--- src/rtl/lsc_pkg.sv ---
package lsc_pkg;
  localparam int unsigned LSC_DLY = 2;

  typedef enum logic [1:0] {
    RX_NONE  = 2'd0,
    RX_IRQ   = 2'd1,
    RX_ALARM = 2'd2,
    RX_RESET = 2'd3
  } react_e;
endpackage

--- src/rtl/lsc_delay.sv ---
module lsc_delay #(
  parameter int unsigned W     = 8,
  parameter int unsigned DEPTH = 2
) (
  input  logic         clk_i,
  input  logic         rst_ni,
  input  logic [W-1:0] d_i,
  output logic [W-1:0] q_o
);
  logic [W-1:0] stg_q [DEPTH];

  for (genvar i = 0; i < DEPTH; i++) begin : g_stg
    if (i == 0) begin : g_head
      always_ff @(posedge clk_i or negedge rst_ni) begin
        if (!rst_ni) stg_q[0] <= '0;
        else         stg_q[0] <= d_i;
      end
    end else begin : g_tail
      always_ff @(posedge clk_i or negedge rst_ni) begin
        if (!rst_ni) stg_q[i] <= '0;
        else         stg_q[i] <= stg_q[i-1];
      end
    end
  end

  assign q_o = stg_q[DEPTH-1];
endmodule

--- src/rtl/lsc_warmup.sv ---
module lsc_warmup #(
  parameter int unsigned DEPTH = 2
) (
  input  logic clk_i,
  input  logic rst_ni,
  input  logic en_i,
  output logic vld_o
);
  localparam int unsigned CW = $clog2(DEPTH + 1);
  localparam logic [CW-1:0] FULL = CW'(DEPTH);

  logic [CW-1:0] cnt_q;

  always_ff @(posedge clk_i or negedge rst_ni) begin
    if (!rst_ni)            cnt_q <= '0;
    else if (!en_i)         cnt_q <= '0;
    else if (cnt_q != FULL) cnt_q <= cnt_q + 1'b1;
  end

  // compare only once both delay stages hold enabled-cycle data
  assign vld_o = en_i && (cnt_q == FULL);
endmodule

--- src/rtl/lsc_channel.sv ---
module lsc_channel #(
  parameter int unsigned W = 8
) (
  input  logic               clk_i,
  input  logic               rst_ni,
  input  logic               cmp_vld_i,
  input  logic               clr_i,
  input  logic [W-1:0]       main_i,
  input  logic [W-1:0]       chk_i,
  input  lsc_pkg::react_e    react_cfg_i,
  output logic               fault_o,
  output lsc_pkg::react_e    react_o,
  output logic [W-1:0]       first_diff_o
);
  import lsc_pkg::*;

  logic [W-1:0] diff;
  logic         det;
  logic         fault_q;
  react_e       react_q;
  logic [W-1:0] cap_q;

  assign diff = main_i ^ chk_i;
  assign det  = cmp_vld_i && (|diff);

  // detection beats clear
  always_ff @(posedge clk_i or negedge rst_ni) begin
    if (!rst_ni) fault_q <= 1'b0;
    else         fault_q <= det | (fault_q & ~clr_i);
  end

  always_ff @(posedge clk_i or negedge rst_ni) begin
    if (!rst_ni) begin
      cap_q   <= '0;
      react_q <= RX_NONE;
    end else if (det && !fault_q) begin
      cap_q   <= diff;
      react_q <= react_cfg_i;
    end else if (clr_i && !det) begin
      cap_q   <= '0;
      react_q <= RX_NONE;
    end
  end

  assign fault_o      = fault_q;
  assign react_o      = react_q;
  assign first_diff_o = cap_q;
endmodule

--- src/rtl/lockstep_cmp.sv ---
module lockstep_cmp #(
  parameter int unsigned IN_W   = 16,
  parameter int unsigned OUT_W  = 8,
  parameter int unsigned NUM_CH = 2
) (
  input  logic                    clk_i,
  input  logic                    rst_ni,
  input  logic                    en_i,
  input  logic [1:0]              react_cfg_i,
  input  logic [NUM_CH-1:0]       clr_i,
  input  logic [IN_W-1:0]         main_in_i,
  output logic [IN_W-1:0]         chk_in_o,
  input  logic [NUM_CH*OUT_W-1:0] main_out_i,
  input  logic [NUM_CH*OUT_W-1:0] chk_out_i,
  output logic [NUM_CH-1:0]       fault_o,
  output logic [NUM_CH*2-1:0]     react_o,
  output logic [NUM_CH*OUT_W-1:0] first_diff_o
);
  import lsc_pkg::*;

  localparam int unsigned BW = NUM_CH * OUT_W;

  logic [BW-1:0] main_dly;
  logic          cmp_vld;
  react_e        react_cfg;

  assign react_cfg = react_e'(react_cfg_i);

  lsc_delay #(.W(IN_W), .DEPTH(LSC_DLY)) u_in_dly (
    .clk_i (clk_i),
    .rst_ni(rst_ni),
    .d_i   (main_in_i),
    .q_o   (chk_in_o)
  );

  lsc_delay #(.W(BW), .DEPTH(LSC_DLY)) u_out_dly (
    .clk_i (clk_i),
    .rst_ni(rst_ni),
    .d_i   (main_out_i),
    .q_o   (main_dly)
  );

  lsc_warmup #(.DEPTH(LSC_DLY)) u_warm (
    .clk_i (clk_i),
    .rst_ni(rst_ni),
    .en_i  (en_i),
    .vld_o (cmp_vld)
  );

  for (genvar c = 0; c < NUM_CH; c++) begin : g_ch
    react_e ch_react;

    lsc_channel #(.W(OUT_W)) u_ch (
      .clk_i       (clk_i),
      .rst_ni      (rst_ni),
      .cmp_vld_i   (cmp_vld),
      .clr_i       (clr_i[c]),
      .main_i      (main_dly[c*OUT_W +: OUT_W]),
      .chk_i       (chk_out_i[c*OUT_W +: OUT_W]),
      .react_cfg_i (react_cfg),
      .fault_o     (fault_o[c]),
      .react_o     (ch_react),
      .first_diff_o(first_diff_o[c*OUT_W +: OUT_W])
    );

    assign react_o[c*2 +: 2] = ch_react;
  end
endmodule

--- config.mk ---
export PLATFORM = sky130hd
export DESIGN_NAME = lockstep_cmp
export DESIGN_NICKNAME = d
export VERILOG_FILES = /design/src/rtl/lsc_pkg.sv /design/src/rtl/lsc_delay.sv /design/src/rtl/lsc_warmup.sv /design/src/rtl/lsc_channel.sv /design/src/rtl/lockstep_cmp.sv
export SDC_FILE = /design/constraint.sdc
export NUM_CORES = 1
export LEC_CHECK = 0
export CORE_ASPECT_RATIO = 1.4
export CORE_MARGIN = 5
export CORE_UTILIZATION = 50
export CTS_CLUSTER_DIAMETER = 50
export CTS_CLUSTER_SIZE = 10
export DETAILED_ROUTE_END_ITERATION = 12
export DONT_BUFFER_PORTS = 1
export PLACE_DENSITY = 0.76
export SETUP_SLACK_MARGIN = 0.3
export SYNTH_ARGS = -nofsm -noshare
export SYNTH_HDL_FRONTEND = slang
export SYNTH_SLANG_ARGS = --single-unit
--- constraint.sdc ---
create_clock -name clk_i -period 1.78 [get_ports clk_i]
set_input_delay 0.356 -clock clk_i [delete_from_list [all_inputs] [get_ports clk_i]]
set_output_delay 0.356 -clock clk_i [all_outputs]
set_load 0.01 [all_outputs]
== Word-level counts from Yosys, hierarchy flattened ==
Index checks and enable logic that the tools add are counted.

* Bits in writable memories: 0
* Flip-flop bits (word level): 88
* Input bits: 55
* Output and inout bits: 38
* Memories: 0
* Logic and storage cells: 48
* Latch bits: 0
* Bits in read-only memories: 0

* Reduce and logical (&&, ||, !) cells: 15
* Equal/unequal tests: 3
* Divide/modulo/power cells: 0
* $lt $le $gt $ge: 0
* Add/sub/neg operators: 1
* Muxes and demuxes: 10
* Bitwise gates (word level): 8
* $mul: 0
* Shift-type cells: 0

{| class="wikitable"
|+ Operators with widths
! kind !! number
|-
| 8-bit two-way mux || 4
|-
| 8-bit OR reduction || 2
|-
| 8-bit XOR || 2
|-
| 2-bit two-way mux || 6
|-
| 1-bit logical AND || 7
|-
| 1-bit logical NOT || 4
|-
| 2-bit nonzero test || 2
|-
| 2-bit by 1-bit adder with 2-bit output (second input constant) || 1
|-
| 1-bit bitwise AND || 2
|-
| 2-bit == test (second input constant) || 1
|-
| 2-bit by 1-bit != test with 1-bit output (second input constant) || 1
|-
| 2-bit != test (second input constant) || 1
|-
| 1-bit NOT || 2
|-
| 1-bit OR || 2
|}

== Logic depth before layout (Yosys ltp) ==
* Depth after elaboration: 7
* Depth in mapped cells: 7
* Mapped depth without buffers: 6

== By module ==
A second synthesis with hierarchy kept.

* Cells, all modules: 250
* Area, all modules: 3383.2 sq um

{| class="wikitable"
|+ By module, submodules not included
! module !! area each (sq um) !! sequential area each (sq um) !! cells each !! times used
|-
| lsc_delay || 920.9 || 800.8 || 48 || 2
|-
| lsc_channel || 715.7 || 275.3 || 72 || 2
|-
| lsc_warmup || 110.1 || 50.0 || 10 || 1
|}

== Worst setup path before layout ==
OpenSTA, ideal clock, no wires.

* Path type: in2reg
* Start: in chk_out_i[9]
* End: reg g_ch[1].u_ch.cap_q[4]
* Stages on the path: 5
* Library setup time: 141 ps
* Data arrival time: 1600 ps
* Required time: 1639 ps
* Buffers on the path: 1
* Setup slack: 38 ps
* Path through: xor2_1 or4_4 clkbuf_1 o2111ai_1 o311ai_2

* Cells in the longest elaborated chain, start to end: 6
* Elaborated cells on any way between the ends: 8
* Those cells by class: 1 x mux; 1 x bitwise; 6 x reduce/logical

{| class="wikitable"
|+ RTL lines
! item !! RTL line !! text
|-
| from (decl) || lockstep_cmp.sv:14 || <nowiki>input logic [NUM_CH*OUT_W-1:0] chk_out_i,</nowiki>
|-
| 8-bit XOR * || lsc_channel.sv:23 || <nowiki>assign diff = main_i ^ chk_i;</nowiki>
|-
| 8-bit OR reduction * || lsc_channel.sv:24 || <nowiki>assign det = cmp_vld_i && (|diff);</nowiki>
|-
| 1-bit logical AND * || lsc_channel.sv:24 ||
|-
| 1-bit logical NOT || lsc_channel.sv:39 || <nowiki>end else if (clr_i && !det) begin</nowiki>
|-
| 1-bit logical AND || lsc_channel.sv:39 ||
|-
| 2-bit nonzero test (no line) || n/a ||
|-
| to (signal assigned) || lsc_channel.sv:37 || <nowiki>cap_q <= diff;</nowiki>
|-
| to (decl) || lsc_channel.sv:21 || <nowiki>logic [W-1:0] cap_q;</nowiki>
|}

Mark *: on every way between the ends. The rest lies on a longest branch, timed or not.
A chain may end at the register's enable or synchronous reset.

== Worst setup path after layout ==
* Start: reg u_out_dly.stg_q, in the netlist u_out_dly.q_o[6]
* End: reg g_ch[0].u_ch.cap_q[4]

* Cells in the longest elaborated chain, start to end: 6
* Elaborated cells on any way between the ends: 8
* Those cells by class: 1 x mux; 1 x bitwise; 6 x reduce/logical

{| class="wikitable"
|+ RTL lines
! item !! RTL line !! text
|-
| from (decl) || lsc_delay.sv:10 || <nowiki>logic [W-1:0] stg_q [DEPTH];</nowiki>
|-
| from (signal, indexed assignment) || lsc_delay.sv:21 || <nowiki>else stg_q[i] <= stg_q[i-1];</nowiki>
|-
| 8-bit XOR * || lsc_channel.sv:23 ||
|-
| 8-bit OR reduction * || lsc_channel.sv:24 ||
|-
| 1-bit logical AND * || lsc_channel.sv:24 ||
|-
| 1-bit logical NOT || lsc_channel.sv:39 ||
|-
| 1-bit logical AND || lsc_channel.sv:39 ||
|-
| 2-bit nonzero test (no line) || n/a ||
|-
| to (signal assigned) || lsc_channel.sv:37 ||
|-
| to (decl) || lsc_channel.sv:21 ||
|}

Marked as above.

==> impl_metrics.tcl <==
set metrics [dict create \
    grt_first_pass_wirelength_um 9666 \
    synth_cell_types 20 \
    io_pins 93 \
    cts_buffer_depth 2 \
    period_needed_ns 1.758 \
    post-route-period-util 0.9879 \
    syn_area_per_cell_um2 13.60 \
    io_buffers 0 \
    n_antenna_cell 0 \
    max_freq_mhz 568.7 \
    drc 0 \
    dr.pass1.iters 4 \
    ys_seq_area_frac 0.6859 \
    n_fill_cell 471 \
    drv_cap 0 \
    die_width_um 77.73 \
    cts_made_buffers 9 \
    clkSinkCount 88 \
    tightest_slew_ns 0.2790 \
    clock-root-buffer "clkbuf_8" \
    grt_start_max_net_pins 89 \
    ctsHtreeMaxLevel 3 \
    drtIter0Drc 84 \
    drtAntennaViolNets 0 \
    finalClockSkew_ns 0.01285 \
    syn_to_final_growth_pct 16.37 \
    finalHoldViolCount 88 \
    clkTransAtPathRegs_ns 0.09 \
    cts_tree "yes" \
    multi_input_area_um2 894.6 \
    ys_ff_latch 88 \
    slew_viol_final 0 \
    fin_nets 302 \
    worstPathArrival_ns 1.97 \
    whs_ns -0.2992 \
    p_sw_w 0.001224 \
    layout-drive-gt1-share 0.2151 \
    mostFrequentLayoutCell "dfrtp_1" \
    grt_pass1_vias 1863 \
    ff_latch_area_um2 2202 \
    status "finished with violations" \
    wl_per_cell_um 18.83 \
    via_per_inst 5.650 \
    worstPathMaxFanout 12 \
    antenna_found_initial 0 \
    num_vias 1825 \
    combPwrFrac 0.131 \
    r2r_setup_slack_ns 0.02 \
    r2r_start "u_out_dly.q_o[6]$_DFF_PN0_" \
    dp_hpwl_um 3991 \
    drt-total-wl_um 6082 \
    p_int_w 0.003088 \
    startpoint_type "flip-flop" \
    violations "negative hold slack" \
    grt_overflow 0 \
    dieArea_um2 8147 \
    place_ws_ns -0.08464 \
    maxSlewHeadroom 0.8111 \
    clockPowerShare 0.316 \
    syn_inst 236 \
    reg2reg_depth 5 \
    coreArea_um2 6254 \
    ir_drop_v 0.0009317 \
    yosysWarnings 0 \
    hold_class "in2async" \
    finalSetupViolCount 0 \
    gp_congestion 0.7702 \
    post_cts_buffers 0 \
    syn_area_um2 3211 \
    die_h_um 104.8 \
    start_util 0.5134 \
    synth_nets 292 \
    seqPwrFrac 0.553 \
    cellPowerDensity_nw_per_um2 1154 \
    clk-insertion-delay-late_ns 0.34 \
    rsz0062_at_grt "yes" \
    row_count 34 \
    required_ns 1.99 \
    crit_path_end_kind "flip-flop" \
    grt_util_all_layers 0.1524 \
    layout_setup_ws_ns 0.02154 \
    r2r-end "g_ch[0].u_ch.first_diff_o[4]$_DFFE_PN0P_" \
    layout_common_cells "dfrtp_1, nand2_1, inv_1, dlygate4sd3_1, xor2_1" \
    p_sw_frac 0.2839 \
    crit_type "reg2reg" \
    p_leak_nw 1.543 \
]
## state kept, by name, summed over array words and instances, names as in the netlist
name                    count
u_in_dly.stg_q             16
u_out_dly.stg_q            16
g_ch.u_ch.first_diff_o     16
u_warm.cnt_q                2
u_in_dly.q_o               16
u_out_dly.q_o              16
g_ch.u_ch.react_o           4
g_ch.u_ch.fault_o           2
## power by group through the flow
stage / logic, W / registers [W] / clock network [W]
floorplan: 0.000422 / 0.00236 / 0
global placement: 0.000439 / 0.00242 / 0
detailed placement: 0.000456 / 0.00242 / 0
CTS: 0.000489 / 0.00239 / 0.00141
global route: 0.000625 / 0.00241 / 0.00151
finish: 0.000567 / 0.00238 / 0.00136
## layer usage
metal / wire, um / track usage
met2: 3368 / 0.2372
met4: 82 / 0.06634
met3: 430 / 0.06627
met1: 2201 / 0.1829
met5: 0 / 0
## area by class of cell
| class | instances | area share |
|---|---|---|
| clock buffer | 9 | 0.03315 |
| timing repair buffer | 27 | 0.07200 |
| sequential | 88 | 0.5894 |
| multi-input combinational | 99 | 0.2395 |
| inverter | 21 | 0.02110 |
| tap | 72 | 0.02411 |
| clock inverter | 7 | 0.02076 |
## through the flow
stage	total power, W	setup TNS, ns	utilization	area, um2	std cells
final	0.004312	0	0.5974	3736	323
after global routing	0.004549	-0.1797	0.5974	3736	323
after CTS	0.004288	0	0.5534	3461	305
after detailed placement	0.002879	-0.1825	0.5122	3203	289
after global placement	0.002856	-0.01138	0.5122	3203	289
after floorplan	0.002781	0	-	3248	236
## how the worst max path moves through the flow
| stage | endpoint | cells after the start | start |
|---|---|---|---|
| floorplan | g_ch[1].u_ch.first_diff_o[0]$_DFFE_PN0P_ | 5 | chk_out_i[9] |
| global placement | g_ch[1].u_ch.first_diff_o[7]$_DFFE_PN0P_ | 4 | chk_out_i[9] |
| detailed placement | g_ch[1].u_ch.first_diff_o[7]$_DFFE_PN0P_ | 4 | chk_out_i[9] |
| CTS | g_ch[1].u_ch.first_diff_o[5]$_DFFE_PN0P_ | 4 | u_out_dly.q_o[12]$_DFF_PN0_ |
| global route | g_ch[0].u_ch.first_diff_o[4]$_DFFE_PN0P_ | 5 | u_out_dly.q_o[6]$_DFF_PN0_ |
| finish | g_ch[0].u_ch.first_diff_o[4]$_DFFE_PN0P_ | 5 | u_out_dly.q_o[6]$_DFF_PN0_ |
## Yosys cell counts, drive strengths merged
cell type | count | area (um2)
o21a | 2 | 15.01
a21o | 2 | 15.01
and2 | 3 | 18.77
o21ai | 1 | 5.000
xnor2 | 1 | 8.760
ha | 1 | 12.51
dfrtp | 88 | 2202
clkbuf | 9 | 33.78
inv | 21 | 78.83
buf | 20 | 157.7
nor2 | 2 | 7.510
nand2 | 22 | 82.58
o211ai | 4 | 30.03
o2111ai | 24 | 210.2
o311ai | 16 | 147.7
xor2 | 16 | 140.1
or4 | 4 | 45.04
## critical path: stages, from the launching register on
cell,delay [ns]
dfrtp_1,0.38
xor2_1,0.16
or4_4,0.56
buf_6,0.17
o2111ai_1,0.22
o311ai_1,0.14
## what timing repair did
item | in CTS | in global routing
endpoints found under the setup margin | 22 | 22
resized for setup | 14 | 15
cloned | 0 | 1
hold endpoints to repair | 88 | 105
pin swaps | 1 | 5
## cell families (layout without fill, tap and decap cells)
group                    count (synthesis)  after routing  synth area share
XOR/XNOR                                17             17           0.04637
adder cells (fa/ha/maj)                  1              1          0.003896
flip-flops                              88             88            0.6859
AO/OA/AOI/OAI                           49             50            0.1317
buffers and inverters                   50             64           0.08418
AND/OR/NAND/NOR                         31             31           0.04794
No activity file was read; power rests on OpenSTA's default activity.
